[src/rtl/dirq_pkg.sv]
package dirq_pkg;
  // Channel count and word layout. The bit positions are decoded by software
  // and by the interrupt routing, so they are fixed.
  localparam int unsigned DIRQ_CH       = 7;
  localparam int unsigned DIRQ_WORD_W   = 32;
  localparam int unsigned DIRQ_AUX_W    = 6;
  localparam int unsigned DIRQ_FORCE    = 15;
  localparam int unsigned DIRQ_EN_LSB   = 16;
  localparam int unsigned DIRQ_MEN      = 23;
  localparam int unsigned DIRQ_FLG_LSB  = 24;
  localparam int unsigned DIRQ_SUM      = 31;
  localparam int unsigned DIRQ_GAP_LSB  = DIRQ_AUX_W;
  localparam int unsigned DIRQ_GAP_MSB  = DIRQ_FORCE - 1;

  typedef struct packed {
    logic [DIRQ_CH-1:0]    en;
    logic                  men;
    logic                  force_err;
    logic [DIRQ_AUX_W-1:0] aux;
  } dirq_fields_t;
endpackage

[src/rtl/dirq_field_reg.sv]
module dirq_field_reg
  import dirq_pkg::*;
#(
  parameter int unsigned NUM_CH = DIRQ_CH
) (
  input  logic                   clk,
  input  logic                   rst_n,
  input  logic                   wr_en,
  input  logic [DIRQ_WORD_W-1:0] wr_data,
  output logic [NUM_CH-1:0]      en_q,
  output logic                   men_q,
  output logic                   force_q,
  output logic [DIRQ_AUX_W-1:0]  aux_q
);
  logic [NUM_CH-1:0]     en_d;
  logic                  men_d;
  logic                  force_d;
  logic [DIRQ_AUX_W-1:0] aux_d;

  // Next state: plain fields load on a write and hold otherwise.
  always_comb begin
    en_d    = en_q;
    men_d   = men_q;
    force_d = force_q;
    aux_d   = aux_q;
    if (wr_en) begin
      en_d    = wr_data[DIRQ_EN_LSB +: NUM_CH];
      men_d   = wr_data[DIRQ_MEN];
      force_d = wr_data[DIRQ_FORCE];
      aux_d   = wr_data[DIRQ_AUX_W-1:0];
    end
  end

  always_ff @(posedge clk or negedge rst_n) begin
    if (!rst_n) begin
      en_q    <= '0;
      men_q   <= 1'b0;
      force_q <= 1'b0;
      aux_q   <= '0;
    end else if (wr_en) begin
      en_q    <= en_d;
      men_q   <= men_d;
      force_q <= force_d;
      aux_q   <= aux_d;
    end
  end
endmodule

[src/rtl/dirq_flag_bank.sv]
module dirq_flag_bank
  import dirq_pkg::*;
#(
  parameter int unsigned NUM_CH = DIRQ_CH
) (
  input  logic              clk,
  input  logic              rst_n,
  input  logic              wr_en,
  input  logic [NUM_CH-1:0] clr_bits,
  input  logic [NUM_CH-1:0] chan_done,
  input  logic [NUM_CH-1:0] en_q,
  output logic [NUM_CH-1:0] flag_q
);
  for (genvar g = 0; g < NUM_CH; g++) begin : g_flag
    logic set_c;
    logic clr_c;
    logic flag_d;
    logic upd_c;

    always_comb begin
      set_c  = chan_done[g] & en_q[g];
      clr_c  = wr_en & clr_bits[g];
      upd_c  = set_c | clr_c;
      // A set in the same cycle as a clear wins.
      flag_d = set_c ? 1'b1 : (clr_c ? 1'b0 : flag_q[g]);
    end

    always_ff @(posedge clk or negedge rst_n) begin
      if (!rst_n)     flag_q[g] <= 1'b0;
      else if (upd_c) flag_q[g] <= flag_d;
    end
  end
endmodule

[src/rtl/dirq_master.sv]
module dirq_master
  import dirq_pkg::*;
#(
  parameter int unsigned NUM_CH = DIRQ_CH
) (
  input  logic              clk,
  input  logic              rst_n,
  input  logic              force_q,
  input  logic              men_q,
  input  logic [NUM_CH-1:0] flag_q,
  output logic              sum_flag,
  output logic              irq_pulse
);
  logic sum_prev_q;
  logic sum_prev_d;

  always_comb begin
    sum_flag   = force_q | (men_q & (|flag_q));
    sum_prev_d = sum_flag;
    irq_pulse  = sum_flag & ~sum_prev_q;
  end

  always_ff @(posedge clk or negedge rst_n) begin
    if (!rst_n) sum_prev_q <= 1'b0;
    else        sum_prev_q <= sum_prev_d;
  end
endmodule

[src/rtl/dma_irq_ctl.sv]
module dma_irq_ctl
  import dirq_pkg::*;
#(
  parameter int unsigned NUM_CH = DIRQ_CH
) (
  input  logic                   clk,
  input  logic                   rst_n,
  input  logic                   wr_en,
  input  logic [DIRQ_WORD_W-1:0] wr_data,
  input  logic [NUM_CH-1:0]      chan_done,
  output logic [DIRQ_WORD_W-1:0] rd_data,
  output logic                   irq_pulse
);
  logic [NUM_CH-1:0]     en_q;
  logic                  men_q;
  logic                  force_q;
  logic [DIRQ_AUX_W-1:0] aux_q;
  logic [NUM_CH-1:0]     flag_q;
  logic                  sum_flag;
  logic                  unused_gap;

  assign unused_gap = ^wr_data[DIRQ_GAP_MSB:DIRQ_GAP_LSB] ^ wr_data[DIRQ_SUM];

  dirq_field_reg #(.NUM_CH(NUM_CH)) u_fields (
    .clk(clk), .rst_n(rst_n), .wr_en(wr_en), .wr_data(wr_data),
    .en_q(en_q), .men_q(men_q), .force_q(force_q), .aux_q(aux_q)
  );

  dirq_flag_bank #(.NUM_CH(NUM_CH)) u_flags (
    .clk(clk), .rst_n(rst_n), .wr_en(wr_en),
    .clr_bits(wr_data[DIRQ_FLG_LSB +: NUM_CH]),
    .chan_done(chan_done), .en_q(en_q), .flag_q(flag_q)
  );

  dirq_master #(.NUM_CH(NUM_CH)) u_master (
    .clk(clk), .rst_n(rst_n), .force_q(force_q), .men_q(men_q),
    .flag_q(flag_q), .sum_flag(sum_flag), .irq_pulse(irq_pulse)
  );

  always_comb begin
    rd_data                           = '0;
    rd_data[DIRQ_AUX_W-1:0]           = aux_q;
    rd_data[DIRQ_FORCE]               = force_q;
    rd_data[DIRQ_EN_LSB +: NUM_CH]    = en_q;
    rd_data[DIRQ_MEN]                 = men_q;
    rd_data[DIRQ_FLG_LSB +: NUM_CH]   = flag_q;
    rd_data[DIRQ_SUM]                 = sum_flag;
  end
endmodule

[config.mk]
export PLATFORM = sky130hd
export DESIGN_NAME = dma_irq_ctl
export DESIGN_NICKNAME = d
export VERILOG_FILES = /design/src/rtl/dirq_pkg.sv /design/src/rtl/dirq_field_reg.sv /design/src/rtl/dirq_flag_bank.sv /design/src/rtl/dirq_master.sv /design/src/rtl/dma_irq_ctl.sv
export SDC_FILE = /design/constraint.sdc
export NUM_CORES = 1
export LEC_CHECK = 0
export BUFFER_PORTS_ARGS = -buffer_cell sky130_fd_sc_hd__buf_2
export CAP_MARGIN = 20
export CORE_MARGIN = 3
export CORE_UTILIZATION = 41
export DETAILED_ROUTE_END_ITERATION = 10
export PLACE_DENSITY = 0.85
export SYNTH_ARGS = -nofsm -noshare
export SYNTH_HDL_FRONTEND = slang
export SYNTH_SLANG_ARGS = --single-unit
[constraint.sdc]
create_clock -name clk -period 2.2 [get_ports clk]
set_input_delay 0.22 -clock clk [delete_from_list [all_inputs] [get_ports clk]]
set_output_delay 0.22 -clock clk [all_outputs]
set_load 0.01 [all_outputs]
# --- Word-level counts from Yosys, hierarchy flattened ---
# Index checks and enable logic that the tools add are counted.
totals:
  reg_bits: 23
  in_bits: 42
  output_inout_bits: 33
  word_cells: 66
op_classes:
  muxes: 14
  bitwise_logic: 25
  reduce_logical: 15
ops:
  columns: ["cell", "count"]
  rows:
  - ["1-bit bitwise AND", 16]
  - ["1-bit 2-to-1 mux", 14]
  - ["2-bit AND reduction", 7]
  - ["2-bit nonzero test", 7]
  - ["1-bit bitwise OR", 8]
  - ["7-bit OR reduction", 1]
  - ["1-bit inverter", 1]

# --- Logic depth before layout (Yosys ltp) ---
# Gate-level depths: netlist (run 1).
depth:
  word_depth: 4
  depth_mapped: 3
  mapped_depth_nobuf: 2

# --- Hierarchy ---
# A second synthesis (run 1) with hierarchy kept.
unflattened:
  hier_cells: 72
  hier_area_um2: 1036.0
by_module_without_submodules:
  columns: ["module", "instances", "cells_each", "area_per_inst_um2", "seq_area_each_um2"]
  rows:
  - ["dirq_field_reg", 1, 32, 613.1, 375.4]
  - ["dirq_flag_bank", 1, 21, 262.8, 175.2]
  - ["dma_irq_ctl", 1, 13, 93.8, 0.0]
  - ["dirq_master", 1, 6, 66.3, 25.0]

# --- Worst setup path after synthesis (run 1) ---
# OpenSTA, ideal clock, no wires.
synth_path:
  path_kind: "flip-flop to output port"
  from: "register u_flags.flag_q[1]"
  to: "output rd_data[31]"
  t_arrival_ns: 1.013
  t_required_ns: 1.980
  path_slack_ns: 0.967
  stages_incl_launch_ff: 4
  path_buffers: 1
  cell_sequence: "dfrtp_1 nor4_1 a21oi_1 buf_4"
synth_between:
  elab_chain_cells: 3
synth_rtl:
  columns: ["element", "line_no", "source"]
  rows:
  - ["from (decl)", "dirq_flag_bank.sv:12", "output logic [NUM_CH-1:0] flag_q"]
  - ["from (signal, indexed assignment)", "dirq_flag_bank.sv:30", "else if (upd_c) flag_q[g] <= flag_d;"]
  - ["7-bit OR reduction", "dirq_master.sv:18", "sum_flag = force_q | (men_q & (|flag_q));"]
  - ["1-bit bitwise AND", "dirq_master.sv:18", null]
  - ["1-bit bitwise OR", "dirq_master.sv:18", null]
  - ["to (decl)", "dma_irq_ctl.sv:11", "output logic [DIRQ_WORD_W-1:0] rd_data,"]
# No other way between the ends.

# --- Worst setup path after layout (run 1) ---
layout_path:
  from: "register u_flags.flag_q[2]"
  to: "output rd_data[31]"
# The elaborated chain is that of the path after synthesis.

==> results.tsv, run 1 <==
metric	value	unit
# DRC	0	
setup TNS	0	ns
fraction of layout cells with a size suffix above 1	58.73	%
Max-Cap Viols	0	
initial core utilization	43.75	%
Max Freq	610.0	MHz
Worst IR Drop VDD	0.4359	mV
area of the multi-input gates	319.1	µm²
drt initial violations	0	
die area	3005	µm²
Synth Warn #	0	
I/O pins	75	
number of port buffers	55	
status	completed	
worst-path maximum fanout	3	
Clock Tree Root	clkbuf_4	
via-per-instance ratio	4.552	
register area	575.6	µm²
worst hold-check path type	in2reg	
vias	701	
CTS buffer count	3	
endpoints failing setup	0	
worst setup skew after layout	0.001786	ns
number of diodes	0	
GRT Resource Usage Total	13.73	%
leading cell type in the layout, fill and taps excluded	buf_2	
mean post-synth cell area	13.57	µm²
CTS tree	done	
largest net degree at the start of global routing	24	
wire per inst	12.84	µm
DIE HEIGHT	54.82	µm
Post CTS Setup Buffer Count	0	
worst skew pair latency	0.30	ns
Seq/Total Area, Yosys	58.90	%
crit start category	flip-flop	
Crit path arrival time	1.42	ns
nature of the critical path endpoint	primary output	
crit share post-route	74.51	%
PD cells	706.6	nW/µm²
first-pass GRT wire length	2.898	mm
area added between synthesis and finish	27.14	%
vias in the first global route	670	
Post-Syn Instances	72	
htree depth	1	
clock-pin slew on the worst setup and hold paths	0.12	ns
final WL	1.978	mm
most frequent cells in the layout	buf_2 (55), dfrtp_1 (23), mux2_2 (15), conb_1 (9)	
fin crit period	1.639	ns
Netlist Area Pre-Place	977.2	µm²
Longest Clk Path Bufs	2	
fill count	204	
final-report hold violation count	0	
Die Wd	54.82	µm
Synth cell types	11	
Final ANT Viol Nets	0	
Leak	0.6437	nW
initial antenna violation count	0	
critical path class	reg2out	
Net count, final	169	
RSZ-0062 raised after global routing	no	
# rows	17	
routability cong.	0.6402	
CP required	1.98	ns
Core Footprint	2233	µm²
DP Wirelength	1.542	mm
fin. max-slew vios	0	
fin util	55.63	%
Seq cells post-synth	23	
number of clock sinks	23	
total gr overflow	0	
drt pass-1 iters	1	
[state kept, by name, indices dropped and copies added (netlist names)]
| signal | count |
|---|---|
| u_fields.en_q | 7 |
| u_flags.flag_q | 7 |
| u_fields.aux_q | 6 |
| u_fields.force_q | 1 |
| u_fields.men_q | 1 |
| u_master.sum_prev_q | 1 |
[synth_stat cells]
library cell / count / area, µm²
a211oi_1: 1 / 7.510
a21oi_1: 1 / 5.000
a22o_1: 7 / 61.31
buf_4: 12 / 90.09
buf_6: 2 / 22.52
conb_1: 1 / 3.750
dfrtp_1: 23 / 575.6
mux2_2: 15 / 168.9
nand2_1: 7 / 26.28
nor2_1: 1 / 3.750
nor4_1: 2 / 12.51
[path summary, 6_finish.rpt]
path                       cells after the start             endpoint  slack, ns               from
max                                            3          rd_data[31]       0.56  u_flags.flag_q[2]
min                                            2    u_flags.flag_q[5]       0.14       chan_done[5]
max reg2reg                                    2  u_master.sum_prev_q       1.12  u_flags.flag_q[2]
min reg2reg                                    1    u_fields.aux_q[2]       0.53  u_fields.aux_q[2]
max in group asynchronous                      2  u_master.sum_prev_q       1.47              rst_n
min in group asynchronous                      2    u_fields.aux_q[0]       0.39              rst_n
[per-layer routing]
layer / share of wire, % / wire [µm] / track usage (%) / vias up
met5: 0 / 0 / 0 / -
met4: 0.35 / 7 / 3.734 / 0
met3: 9.2 / 182 / 4.087 / 2
met2: 50 / 982 / 23.03 / 37
met1: 41 / 805 / 16.98 / 325
li1: - / - / - / 337
[power by group]
group | leakage, nW | internal, mW | switching, mW
Clock | 0.0177 | 0.0676 | 0.121
Sequential | 0.265 | 0.471 | 0.0337
Combinational | 0.361 | 0.0950 | 0.0888
Total | 0.644 | 0.634 | 0.244
[layout make-up]
type,count,share of cell area [%]
repair buffers,56,22.96
well taps,28,2.820
clock buffers,3,1.813
multi-input cells,43,25.68
clock inverters,1,0.4028
flip-flops and latches,23,46.32
[critical path: stages, from the launching register on]
cell     delay (ns)
dfrtp_1        0.41
nor4_1         0.39
a21oi_1        0.15
buf_2          0.17
[logic make-up after synthesis]
kind of cell    count (synthesis)  share of synthesized area (%)
mux                            15                          17.29
compound gates                  9                          7.554
other cells                     1                         0.3838
simple gates                   10                          4.353
buf+inv                        14                          11.52
flops                          23                          58.90
[per-stage QoR]
step	hold WS [ns]	power (mW)	setup slack (ns)	instances	cell area, µm²
4_1_cts	0.1309	0.8943	0.5072	154	1242
6_report	0.1411	0.8779	0.5607	154	1242
3_5_place_dp	0.2216	0.6999	0.8604	149	1205
5_1_grt	0.1179	0.9383	0.4109	154	1242
3_3_place_gp	0.2087	0.6916	0.8525	149	1205
2_1_floorplan	-0.07559	0.6222	0.9666	80	1007
[what timing repair did]
item	in CTS	in global routing
hold endpoints to repair	23	0
resized for setup	0	0
hold buffers	1	0
No activity file was read; power rests on OpenSTA's default activity.
==> run 2: changes to the inputs <==
--- a/config.mk
+++ b/config.mk
@@ -8,9 +8,9 @@
 export BUFFER_PORTS_ARGS = -buffer_cell sky130_fd_sc_hd__buf_2
 export CAP_MARGIN = 20
 export CORE_MARGIN = 3
-export CORE_UTILIZATION = 41
+export CORE_UTILIZATION = 35
 export DETAILED_ROUTE_END_ITERATION = 10
-export PLACE_DENSITY = 0.85
+export PLACE_DENSITY = 0.78
 export SYNTH_ARGS = -nofsm -noshare
 export SYNTH_HDL_FRONTEND = slang
 export SYNTH_SLANG_ARGS = --single-unit
==> constraint.sdc (replaced) <==
create_clock -name clk -period 1.3 [get_ports clk]
set_input_delay 0.13 -clock clk [delete_from_list [all_inputs] [get_ports clk]]
set_output_delay 0.13 -clock clk [all_outputs]
set_load 0.01 [all_outputs]
==> results.tsv, run 2 (synthesized netlist as in run 1, its figures left out) <==
metric	value	unit
Core Footprint	2567	µm²
max_slew headroom	65.56	%
critical path class	reg2out	
Largest regs	u_fields.en_q (7), u_flags.flag_q (7), u_fields.aux_q (6)	
Clock power frac	21.3	%
initial antenna violation count	0	
crit share post-route	110.5	%
die area	3462	µm²
total gr overflow	0	
number of clock sinks	23	
Max Freq	696.4	MHz
largest net degree at the start of global routing	24	
Leak	0.6596	nW
status	complete, but fails checks	
clock-pin slew on the worst setup and hold paths	0.13	ns
GRT Resource Usage Total	12.98	%
initial core utilization	38.06	%
number of diodes	0	
Crit path arrival time	1.31	ns
drt initial violations	20	
Net count, final	172	
Die Wd	58.84	µm
# DRC	0	
routability cong.	0.6500	
final-report hold violation count	0	
vias in the first global route	789	
vias	743	
final setup margin	-0.1360	ns
Longest Clk Path Bufs	2	
Psw	442.8	µW
endpoints failing setup	2	
DIE HEIGHT	58.84	µm
fin crit period	1.436	ns
htree depth	1	
worst skew pair latency	0.31	ns
Clock Tree Root	clkbuf_4	
Internal	1.099	mW
nature of the critical path endpoint	primary output	
worst setup skew after layout	0.008299	ns
# rows	18	
violated checks	negative setup slack	
crit start category	flip-flop	
worst-path maximum fanout	2	
Final ANT Viol Nets	0	
fill count	255	
area added between synthesis and finish	32.65	%
CTS tree	done	
Combinational Power Share	22.3	%
worst hold-check path type	in2reg	
Tightest Pin Transition	0.5166	ns
leading cell type in the layout, fill and taps excluded	buf_2	
wire per inst	13.75	µm
PD cells	1190	nW/µm²
via-per-instance ratio	4.673	
Switching Fraction	28.71	%
fraction of layout cells with a size suffix above 1	60.47	%
first-pass GRT wire length	3.367	mm
final WL	2.186	mm
Worst IR Drop VDD	0.6554	mV
RSZ-0062 raised after global routing	yes	
drt pass-1 iters	2	
CP required	1.17	ns
CTS buffer count	3	
Sequential Power Share	56.4	%
fin. max-slew vios	0	
Setup WS pre-CTS	0.03077	ns
Pwr Total	1.542	mW
worst hold slack	0.04382	ns
I/O pins	75	
DP Wirelength	1.669	mm
number of port buffers	55	
most frequent cells in the layout	buf_2 (55), dfrtp_1 (23), mux2_2 (15), conb_1 (9)	
setup TNS	-0.2717	ns
Max-Cap Viols	0	
## run 2: changes by cell type in the layout (fill, tap and decap cells not counted)
cell,before,now
clkbuf_1,0,1
clkinv_2,1,0
buf_4,0,3
nor4_4,0,2
nor4_1,2,0
## run 2: critical path, stage by stage (launching register included)
cell	delay, ns
dfrtp_1	0.44
nor4_4	0.29
a211oi_1	0.11
buf_2	0.15
## run 2: stage by stage
step / instance area [µm²] / utilization [%] / instances
2_1_floorplan: 1007 / - / 80
3_3_place_gp: 1207 / 47.03 / 151
3_5_place_dp: 1207 / 47.03 / 151
4_1_cts: 1280 / 49.85 / 158
5_1_grt: 1296 / 50.49 / 159
6_report: 1296 / 50.49 / 159
## run 2: what timing repair did
item,4_1_cts,5_1_grt
hold buffers,1,0
endpoints found under the setup margin,2,2
pin swaps,1,0
setup buffers,2,1
endpoints found under the hold margin,23,0
resized for setup,3,1
## run 2: routing by layer
layer | GRT usage, % | vias to the layer above | routed length [µm]
li1 | - | 347 | -
met2 | 22.87 | 37 | 1139
met3 | 3.728 | 0 | 171
met1 | 15.16 | 359 | 875
met4 | 3.883 | 0 | 0
met5 | 0 | - | 0
## run 2: power by group through the flow
stage | clock [mW] | sequential, mW | combinational (mW)
3_3_place_gp | 0 | 0.866 | 0.307
4_1_cts | 0.344 | 0.868 | 0.342
3_5_place_dp | 0 | 0.872 | 0.318
2_1_floorplan | 0 | 0.898 | 0.155
5_1_grt | 0.376 | 0.883 | 0.377
6_report | 0.329 | 0.870 | 0.344
## run 2: area by class of cell
class / instances / area (µm²) / share of cell area [%]
flip-flops and latches: 23 / 575.6 / 44.40
multi-input cells: 43 / 349.1 / 26.93
repair buffers: 59 / 307.8 / 23.75
well taps: 30 / 37.54 / 2.896
clock buffers: 4 / 26.28 / 2.027
## run 2: final timing paths
check,start,to,slack [ns],depth (start not counted)
min,wr_data[19],u_fields.en_q[3],0.04,2
max in group asynchronous,rst_n,u_flags.flag_q[2],0.64,2
max,u_flags.flag_q[1],irq_pulse,-0.14,3
min in group asynchronous,rst_n,u_fields.aux_q[4],0.31,2
max reg2reg,u_flags.flag_q[1],u_master.sum_prev_q,0.34,2
min reg2reg,u_fields.aux_q[4],u_fields.aux_q[4],0.53,1
